## config.mk

```make
export PLATFORM = sky130hd
export DESIGN_NAME = aging_victim_sel
export DESIGN_NICKNAME = d
export VERILOG_FILES = /design/src/rtl/aging_pkg.sv /design/src/rtl/aging_tick_div.sv /design/src/rtl/aging_frame_bank.sv /design/src/rtl/aging_victim_scan.sv /design/src/rtl/aging_victim_sel.sv
export SDC_FILE = /design/constraint.sdc
export NUM_CORES = 1
export LEC_CHECK = 0
export ABC_AREA = 1
export CAP_MARGIN = 20
export CORE_MARGIN = 1.5
export CORE_UTILIZATION = 45
export CTS_BUF_LIST = sky130_fd_sc_hd__clkbuf_8
export DETAILED_ROUTE_END_ITERATION = 10
export GPL_ROUTABILITY_DRIVEN = 0
export HOLD_SLACK_MARGIN = 0.1
export PLACE_DENSITY_LB_ADDON = 0.3
export SLEW_MARGIN = 20
export SYNTH_ARGS = -nofsm -noshare
export SYNTH_HDL_FRONTEND = slang
export SYNTH_HIERARCHICAL = 1
export SYNTH_SLANG_ARGS = --single-unit
```

## constraint.sdc

```tcl
create_clock -name clk -period 9.7 [get_ports clk]
set_input_delay 1.94 -clock clk [delete_from_list [all_inputs] [get_ports clk]]
set_output_delay 1.94 -clock clk [all_outputs]
set_load 0.01 [all_outputs]
```

## src/rtl/aging_pkg.sv

```systemverilog
package aging_pkg;
  // ranking used by the victim scan
  typedef enum logic {
    RANK_RECENCY   = 1'b0,
    RANK_FREQUENCY = 1'b1
  } rank_mode_e;
endpackage

```

## src/rtl/aging_tick_div.sv

```systemverilog
module aging_tick_div #(
  parameter int AGE_INTERVAL = 2
) (
  input  logic clk,
  input  logic rst_n,
  input  logic tick,
  output logic age_pulse
);
  localparam int CNT_W = (AGE_INTERVAL > 1) ? $clog2(AGE_INTERVAL) : 1;
  localparam logic [CNT_W-1:0] LAST = CNT_W'(AGE_INTERVAL - 1);

  logic [CNT_W-1:0] cnt_q;

  assign age_pulse = tick && (cnt_q == LAST);

  always_ff @(posedge clk) begin
    if (!rst_n)         cnt_q <= '0;
    else if (age_pulse) cnt_q <= '0;
    else if (tick)      cnt_q <= cnt_q + 1'b1;
  end
endmodule

```

## src/rtl/aging_frame_bank.sv

```systemverilog
module aging_frame_bank #(
  parameter int NUM_FRAMES = 8,
  parameter int HIST_W     = 11,
  localparam int IDX_W     = $clog2(NUM_FRAMES)
) (
  input  logic                         clk,
  input  logic                         rst_n,
  input  logic                         ref_valid,
  input  logic [IDX_W-1:0]             ref_idx,
  input  logic                         load_valid,
  input  logic [IDX_W-1:0]             load_idx,
  input  logic                         age_pulse,
  output logic [NUM_FRAMES*HIST_W-1:0] hist_flat
);
  for (genvar f = 0; f < NUM_FRAMES; f++) begin : g_frame
    logic              touched_q;
    logic [HIST_W-1:0] hist_q;
    logic              ref_hit;
    logic              load_hit;

    assign ref_hit  = ref_valid  && (ref_idx  == IDX_W'(f));
    assign load_hit = load_valid && (load_idx == IDX_W'(f));
    assign hist_flat[f*HIST_W +: HIST_W] = hist_q;

    always_ff @(posedge clk) begin
      if (!rst_n || load_hit) begin
        touched_q <= 1'b0;
        hist_q    <= '0;
      end else begin
        if (age_pulse) hist_q <= {touched_q, hist_q[HIST_W-1:1]};
        // a same-cycle reference lands in the new interval
        if (ref_hit)        touched_q <= 1'b1;
        else if (age_pulse) touched_q <= 1'b0;
      end
    end
  end
endmodule

```

## src/rtl/aging_victim_scan.sv

```systemverilog
module aging_victim_scan #(
  parameter int NUM_FRAMES = 8,
  parameter int HIST_W     = 11,
  localparam int IDX_W     = $clog2(NUM_FRAMES)
) (
  input  logic                         clk,
  input  logic                         rst_n,
  input  logic                         req_valid,
  input  logic                         req_mode,
  input  logic [NUM_FRAMES*HIST_W-1:0] hist_flat,
  output logic                         scan_start,
  output logic                         busy,
  output logic                         victim_valid,
  output logic [IDX_W-1:0]             victim_idx
);
  import aging_pkg::*;

  localparam logic [IDX_W-1:0] LAST_IDX = IDX_W'(NUM_FRAMES - 1);

  function automatic logic [HIST_W-1:0] ones_of(input logic [HIST_W-1:0] h);
    logic [HIST_W-1:0] n;
    n = '0;
    for (int b = 0; b < HIST_W; b++) n = n + HIST_W'(h[b]);
    return n;
  endfunction

  function automatic logic [HIST_W-1:0] rank_of(input logic [HIST_W-1:0] h,
                                                input rank_mode_e m);
    return (m == RANK_FREQUENCY) ? ones_of(h) : h;
  endfunction

  logic [HIST_W-1:0] snap_q [NUM_FRAMES];
  logic [IDX_W-1:0]  idx_q;
  logic [IDX_W-1:0]  best_idx_q;
  logic [HIST_W:0]   best_key_q;
  rank_mode_e        mode_q;
  logic              busy_q;
  logic              valid_q;
  logic [IDX_W-1:0]  victim_q;

  logic [HIST_W:0]   cur_key;
  logic              better;
  logic              last_step;

  assign scan_start = req_valid && !busy_q;
  assign cur_key    = {1'b0, rank_of(snap_q[idx_q], mode_q)};
  assign better     = cur_key < best_key_q;   // strict: lower index keeps ties
  assign last_step  = busy_q && (idx_q == LAST_IDX);

  always_ff @(posedge clk) begin
    if (!rst_n) begin
      for (int f = 0; f < NUM_FRAMES; f++) snap_q[f] <= '0;
      idx_q      <= '0;
      best_idx_q <= '0;
      best_key_q <= '0;
      mode_q     <= RANK_RECENCY;
      busy_q     <= 1'b0;
      valid_q    <= 1'b0;
      victim_q   <= '0;
    end else begin
      valid_q <= 1'b0;
      if (scan_start) begin
        for (int f = 0; f < NUM_FRAMES; f++) snap_q[f] <= hist_flat[f*HIST_W +: HIST_W];
        idx_q      <= '0;
        best_key_q <= {1'b1, {HIST_W{1'b0}}};
        mode_q     <= rank_mode_e'(req_mode);
        busy_q     <= 1'b1;
      end else if (busy_q) begin
        if (better) begin
          best_key_q <= cur_key;
          best_idx_q <= idx_q;
        end
        idx_q <= idx_q + 1'b1;
        if (last_step) begin
          busy_q   <= 1'b0;
          valid_q  <= 1'b1;
          victim_q <= better ? idx_q : best_idx_q;
        end
      end
    end
  end

  assign busy         = busy_q;
  assign victim_valid = valid_q;
  assign victim_idx   = victim_q;
endmodule

```

## src/rtl/aging_victim_sel.sv

```systemverilog
module aging_victim_sel #(
  parameter int NUM_FRAMES   = 8,
  parameter int HIST_W       = 11,
  parameter int AGE_INTERVAL = 2,
  localparam int IDX_W       = $clog2(NUM_FRAMES)
) (
  input  logic             clk,
  input  logic             rst_n,
  input  logic             ref_valid,
  input  logic [IDX_W-1:0] ref_idx,
  input  logic             load_valid,
  input  logic [IDX_W-1:0] load_idx,
  input  logic             tick,
  input  logic             req_valid,
  input  logic             req_mode,
  output logic             busy,
  output logic             victim_valid,
  output logic [IDX_W-1:0] victim_idx
);
  logic                         age_pulse;
  logic                         scan_start;
  logic [NUM_FRAMES*HIST_W-1:0] hist_flat;

  aging_tick_div #(.AGE_INTERVAL(AGE_INTERVAL)) u_div (
    .clk(clk), .rst_n(rst_n), .tick(tick), .age_pulse(age_pulse)
  );

  aging_frame_bank #(.NUM_FRAMES(NUM_FRAMES), .HIST_W(HIST_W)) u_bank (
    .clk(clk), .rst_n(rst_n),
    .ref_valid(ref_valid), .ref_idx(ref_idx),
    .load_valid(load_valid), .load_idx(load_idx),
    .age_pulse(age_pulse), .hist_flat(hist_flat)
  );

  aging_victim_scan #(.NUM_FRAMES(NUM_FRAMES), .HIST_W(HIST_W)) u_scan (
    .clk(clk), .rst_n(rst_n),
    .req_valid(req_valid), .req_mode(req_mode), .hist_flat(hist_flat),
    .scan_start(scan_start), .busy(busy),
    .victim_valid(victim_valid), .victim_idx(victim_idx)
  );
endmodule

```

==> results of run 1 <==
-- placed cells by master, fill, tap and decap left out, types with 13 or more instances in the layout --
cell             Yosys  routed
clkbuf_8             0      40
edfxtp_1            88      88
nand3_1             15      15
clkdlybuf4s50_1      0      17
a21oi_1             18      18
o21ai_0             51      49
dfxtp_1            124     124
nand2_1            196     195
a21boi_0            73      73
nor2_1             261     261
ha_1                13      13
inv_1              157     175
-- cell usage after synthesis (4+ instances only) --
library cell    n  area [um2]
o21ai_1         4        20.0
buf_2          25         125
fa_1            7         140
a21boi_1        8        60.1
o22ai_1         9        56.3
a21boi_0       73         548
o21ai_0        51         255
clkbuf_1       19        71.3
o221ai_1        7        61.3
nand4_1         6        37.5
buf_4           7        52.6
nand2_1       196         736
dfxtp_1       124        2480
edfxtp_1       88        2640
nor2_1        261         980
o21a_1          8        60.1
inv_1         157         589
buf_6           5        56.3
ha_1           13         163
nand3_1        15        75.1
a21oi_1        18        90.1
-- final timing paths --
check                  startpoint  cells past startpoint                     to  slack (ns)
max                     flip-flop                     24  u_scan/best_key_q[10]        3.33
min          u_scan/best_key_q[9]                      2   u_scan/best_key_q[9]        0.47
min reg2reg  u_scan/best_key_q[9]                      2   u_scan/best_key_q[9]        0.47
max reg2reg             flip-flop                     24  u_scan/best_key_q[10]        3.33
-- area by class of cell --
type,count,area share [%]
Inverter,160,5.84
Timing Repair Buffer,26,2.29
Multi-Input combinational cell,695,32.9
Clock inverter,24,1.13
Clock buffer,40,5.30
Tap cell,270,3.25
Sequential cell,212,49.3
-- power by group through the flow --
stage | clock [mW] | combinational [mW] | sequential (mW)
after floorplan | 0 | 0.182 | 0.990
after global placement | 0 | 0.223 | 0.995
after detailed placement | 0 | 0.232 | 0.995
after CTS | 0.763 | 0.233 | 0.976
after global routing | 0.808 | 0.268 | 0.979
final | 0.739 | 0.232 | 0.976
-- per-stage QoR --
step                      utilization [%]  total power [mW]  setup slack (ns)  cell area, um2
after floorplan                         -              1.17              4.68            9470
after global placement               47.6              1.22              3.51            9730
after detailed placement             47.6              1.23              3.36            9730
after CTS                            50.9              1.97              3.33           10400
after global routing                 50.9              2.05              2.77           10400
final                                50.9              1.95              3.33           10400
-- routing by layer --
layer,global-route usage (%),part of all wire [%],vias up
li1,-,-,3561
met1,24.3,47,3234
met2,29.8,47,130
met3,3.24,3.8,36
met4,6.73,2.2,0
met5,0,0,-
-- sequential cells by signal (all words and copies together) (netlist names), named ones only --
register                  count
u_bank/g_frame.hist_q        88
u_scan/snap_q                88
u_scan/best_key_q            12
u_bank/g_frame.touched_q      8
u_scan/best_idx_q             3
u_scan/idx_q                  3
u_scan/victim_idx             3
u_div/cnt_q                   1
u_scan/busy                   1
u_scan/mode_q                 1
u_scan/victim_valid           1
-- worst reg2reg max path, cell delays in order, from the launching register on --
cell	delay [ns]
dfxtp_1	0.80
inv_1	0.58
o21ai_0	0.21
o22ai_1	0.08
o21ai_0	0.15
inv_1	0.11
fa_1	0.55
inv_1	0.05
fa_1	0.51
inv_1	0.06
fa_1	0.53
inv_1	0.05
fa_1	0.43
fa_1	0.40
xnor2_1	0.13
o21ai_0	0.23
ha_1	0.28
nand2_1	0.06
inv_1	0.03
nand2_1	0.05
nand2_1	0.06
nand2_2	0.20
nand3_2	0.41
nand2_1	0.20
a21oi_1	0.08
-- cells by family (layout without fill, tap and decap cells) --
group,count (synthesis),in the layout
AND/OR/NAND/NOR,489,489
buffers and inverters,219,250
flip-flops,212,212
AO/OA/AOI/OAI,185,185
adder cells (fa/ha/maj),20,20
XOR/XNOR,1,1
==> impl_results.md, run 1 <==
* Outcome: finished, final reports clean
* Via density at 4.88
* TritonCTS buffer count at 36
* Post-route insts no fill at 1427
* Post-synthesis adder-cell area fraction at 3.20%
* Pleak at 4.28 nW
* Internal power at 1.44 mW
* Synth Instances at 1126
* Mux share of post-synthesis cell area at 0%
* I/O Buffers at 17
* Register share of total power at between 50 and 60%
* Iteration count of the initial detailed-routing pass at 5
* Remaining antenna violation count at 0
* Slowest cell delay on critical path at 0.80 ns
* Slew margin rel. at 34.2%
* Post-Syn Area at 9470 um2
* CP startpoint kind: flip-flop
* Vias at 6961
* Layout Skew at 0.0196 ns
* RSZ-0062 raised after global routing: no
* Hold slack at 0.466 ns
* I/O Pins at 18
* Net switching power at 0.508 mW
* FF+latch count, synth at 212
* Clock-pin slew of the registers on the worst-case setup and hold paths at about 0.06 ns
* Sequential cell area at 5120 um2
* Nets at 1164
* CTS tree: done
* CP Buf/Inv Count at 6
* Most used cell, CP: inv_1
* Worst slew pin tran at 0.981 ns
* Number of flops mapped to enable cells by yosys at 88
* Fmax at 157 MHz
* Synth Area in XOR/XNOR at 0.0925%
* CP endpoint kind: flip-flop
* Area of the multi-input gates at ~3400 um2
* First-pass GRT wire length at ~32000 um
* Slowest stage cell, crit path: dfxtp_1
* PwrDens at 187 nW/um2
* Core Footprint at 20400 um2
* Final setup fails at 0
* Pin count of the biggest net entering global routing at 90
* Register area share after synthesis at 54.1%
* Hold Vio Cnt, Final at 0
* Cell Count Post-Placement at 1363
* Worst skew pair latency at between 0.5 and 0.6 ns
* Clock sinks at between 200 and 250
* Final Cycle Share at 65.7%
* Initial antenna violation count at 0
* Fraction of registers with async set/reset at 0%
* Synth Area in Simple Gates at 20.1%
* Average wire per standard cell at 13.3 um
* Layout area overhead at 9.82%
* Buffers inserted by post-CTS timing repair at 0
* Clk buf depth at 3
* Die W at 148 um
* Avg Cell Area, Syn at 8.41 um2
* Full die area at 21900 um2
* Yosys warning count at 6
* Clock Tree Root: clkbuf_8
* Arr. time, crit path at around 6.7 ns
* Cells resized by post-CTS repair at 0
* Worst-path cell chain: inv_1 -> o21ai_0 -> o22ai_1 -> o21ai_0 -> inv_1 -> fa_1 -> inv_1 -> fa_1 -> inv_1 -> fa_1 -> inv_1 -> fa_1 -> fa_1 -> xnor2_1 -> o21ai_0 -> ha_1 -> nand2_1 -> inv_1 -> nand2_1 -> nand2_1 -> nand2_2 -> nand3_2 -> nand2_1 -> a21oi_1
* Fin Setup TNS at 0 ns
* Largest family of logic cells by synthesized area: simple AND/OR/NAND/NOR gates
* Max-cap violations at 0
* Critical setup path kind: reg -> reg
* Diodes inserted at 0
* Drt initial violations at 503
* Gr usage total at 18.2%
* Top_reg_cell synth: dfxtp_1
* CTS H-tree depth at 2
* Final Critical Period at 6.37 ns
* Maximum VDD drop at 135 uV
* CP Max Fanout at 23
* Fraction of layout cells with a size suffix above 1 at 5.36%
* Filler cells at 1955
* Required time of the critical path at 10.06 ns
* Rows at 52
* Synth Area in Compound Gates at roughly 13%
* Hold Crit Class: reg -> reg
* Pins Over Slew Limit at 0
* Routed WL at between 15000 and 20000 um
* Starting Density at 46.3%
* Clock network power share at 38.0%
* Switching Share at 26.1%
* Post-route DRC at 0
* Grt ovf at 0
* Cell variety after synth at 39
* Critical path's top delay family: adder cells
* Syn_nets at 1159
* Combinational share of power at a little under an eighth
* Hold-fix buffers, CTS at 0
* HPWL Detailed at 12000 um
* Number of global-route vias before repair at 6592
* Die height at 148 um
No activity file was read; power rests on OpenSTA's default activity.
==> inputs of run 2 (changes only) <==
Clock period 9.7 ns to 6.6 ns, I/O delays scaled along.
==> impl_results.md, run 2 (synthesis results as in run 1) <==
* Core Footprint at 20400 um2 (unchanged)
* Hold-critical path depth at 2 (unchanged)
* Post-route insts no fill at 1429 (+0.14%)
* Area of the multi-input gates at 3420 um2 (unchanged)
* Most used cell, CP: fa_1
* Total power at 2.88 mW (+48%)
* Slew margin rel. at 36.3% (+2.1 points)
* Rows at 52 (unchanged)
* Clock-pin slew of the registers on the worst-case setup and hold paths at 0.06 ns (about the same)
* Crit path to: u_scan/best_key_q[6]
* Final core occ at 51.0% (+0.15 points)
* Cells resized by post-CTS repair at 0 (unchanged)
* Layout area overhead at 10.1%
* Final setup fails at 0 (unchanged)
* Average wire per standard cell at 13.3 um (-0.64%)
* TritonCTS buffer count at 36 (unchanged)
* Hold Vio Cnt, Final at 0 (unchanged)
* Starting Density at 46.3% (unchanged)
* Final Cycle Share at 85.8% (+20 points)
* Number of global-route vias before repair at 6563 (-0.44%)
* Hold-fix buffers, CTS at 0 (unchanged)
* Clock sinks at 212 (unchanged)
* Nets at 1166 (+0.17%)
* RSZ-0062 raised after global routing: no
* Switching Share at 26.6% (+0.54 points)
* R2R Setup Slk at 0.94 ns (-2.39 ns)
* Critical setup path kind: reg -> reg
* Required time of the critical path at 7.00 ns (-3.06 ns)
* Iteration count of the initial detailed-routing pass at 5 (unchanged)
* Met2 routed wirelength at 8900 um (-0.30%)
* Slowest stage cell, crit path: fa_1
* Final Critical Period at 5.66 ns (-0.709 ns)
* Fmax at 177 MHz (+13%)
* Most frequent cells in the layout: nor2_1, nand2_1, inv_1
* Combinational share of power at 11.7% (-0.2 points)
* Full die area at 21900 um2 (unchanged)
* Cell Count Post-Placement at 1365 (+0.15%)
* Die W at 148 um (unchanged)
* Routed WL at 19000 um (-0.50%)
* Met3 routed WL at 868 um (+21%)
* Via density at 4.82 (-1.1%)
* Hold slack at 0.466 ns (-0.000351 ns)
* Worst slew pin tran at 0.955 ns (-0.0255 ns)
* Max-cap violations at 0 (unchanged)
* First-pass GRT wire length at 31900 um (-0.58%)
* CP startpoint kind: flip-flop
* Final Instance Area at 10400 um2 (+0.29%)
* Routed length on met1 at 8820 um (-1.9%)
* CP Max Fanout at 23 (unchanged)
* I/O Pins at 18 (unchanged)
* Clock Tree Root: clkbuf_8
* Pin count of the biggest net entering global routing at 89 (-1.1%)
* Internal power at 2.12 mW (+47%)
* Buffers inserted by post-CTS timing repair at 0 (unchanged)
* Fraction of layout cells with a size suffix above 1 at 6.04% (+0.68 points)
* FF-to-FF End: u_scan/best_key_q[6]
* Clk buf depth at 3 (unchanged)
* Fin Setup TNS at 0 ns (unchanged)
* Drt initial violations at 522 (+3.8%)
* Slowest cell delay on critical path at 0.53 ns (-0.27 ns)
* Post-route DRC at 0 (unchanged)
* Register share of total power at 49.8% (-0.3 points)
* Most common cell after layout, fill and taps aside: nor2_1
* Net switching power at 0.767 mW (+51%)
* Largest regs: u_bank/g_frame.hist_q x88, u_scan/snap_q x88, u_scan/best_key_q x12
* Layout Skew at 0.0168 ns (-0.00273 ns)
* DP Area at 9740 um2 (+0.15%)
* Arr. time, crit path at 6.07 ns (-0.67 ns)
* Worst-path cell chain: buf_4 -> nand2_1 -> nand3_1 -> nand3_1 -> and2_1 -> fa_1 -> inv_1 -> fa_1 -> inv_1 -> fa_1 -> inv_1 -> fa_1 -> fa_1 -> xnor2_1 -> o21ai_0 -> ha_1 -> nand2_1 -> inv_1 -> nand2_1 -> nand2_1 -> nand2_2 -> nand3_2 -> nor2_1 -> nor2_1
* Pleak at 4.28 nW (about the same)
* Hold Crit Class: reg -> reg
* CP endpoint kind: flip-flop
* CTS tree: done
* Top sig layer: met4
* Remaining antenna violation count at 0 (unchanged)
* Outcome: finished, final reports clean
* Gr usage total at 18.1% (-0.16 points)
* Worst skew pair latency at 0.53 ns (about the same)
* Pins Over Slew Limit at 0 (unchanged)
* Initial antenna violation count at 0 (unchanged)
* PwrDens at 277 nW/um2 (+48%)
* Vias at 6893 (-0.98%)
* Grt ovf at 0 (unchanged)
* CTS H-tree depth at 2 (unchanged)
* Maximum VDD drop at 166 uV (+23%)
* Sequential cell area at 5120 um2 (unchanged)
* Filler cells at 1992 (+1.9%)
* Post-route worst setup slack at 0.935 ns (-2.39 ns)
* Placement Setup Slack at 0.924 ns (-2.44 ns)
* Diodes inserted at 0 (unchanged)
* I/O Buffers at 17 (unchanged)
* Clock network power share at 38.5% (+0.5 points)
* HPWL Detailed at 12000 um (+0.65%)
* Die height at 148 um (unchanged)
* Worst R2R Path Depth at 24 (unchanged)
-- run 2: critical path: cells and delay by family (launching register included) --
family	cells	cell delay, ns
buf+inv	5	0.49
simple gates	11	1.57
compound gates	1	0.22
flops	1	0.46
xor+xnor	1	0.13
fa+ha+maj	6	2.63
-- run 2: power groups by stage --
stage | Sequential [mW] | Combinational, mW | Clock (mW)
4_1_cts | 1.44 | 0.341 | 1.15
3_5_place_dp | 1.46 | 0.340 | 0
3_3_place_gp | 1.46 | 0.330 | 0
2_1_floorplan | 1.45 | 0.268 | 0
5_1_grt | 1.44 | 0.389 | 1.21
6_report | 1.44 | 0.337 | 1.11
-- run 2: worst min path at each step --
stage	from	to
after floorplan	u_scan/best_key_q[10]	u_scan/best_key_q[10]
after global placement	u_scan/best_key_q[9]	u_scan/best_key_q[9]
after detailed placement	u_scan/best_key_q[0]	u_scan/best_key_q[0]
after CTS	u_scan/best_key_q[0]	u_scan/best_key_q[0]
after global routing	u_scan/best_key_q[10]	u_scan/best_key_q[10]
final	u_scan/best_key_q[10]	u_scan/best_key_q[10]
-- run 2: area by class of cell --
cell class              instances  area share (%)
clock buffers                  43            5.68
inverters                     160            5.82
clock inverters                21           0.876
flip-flops and latches        212            49.2
well taps                     270            3.24
repair buffers                 28            2.42
multi-input cells             695            32.8
-- run 2: layer usage --
layer,up-vias,GRT usage (%)
met3,33,3.40
met2,125,30.2
met1,3167,23.5
met4,0,6.34
met5,-,0
li1,3568,-
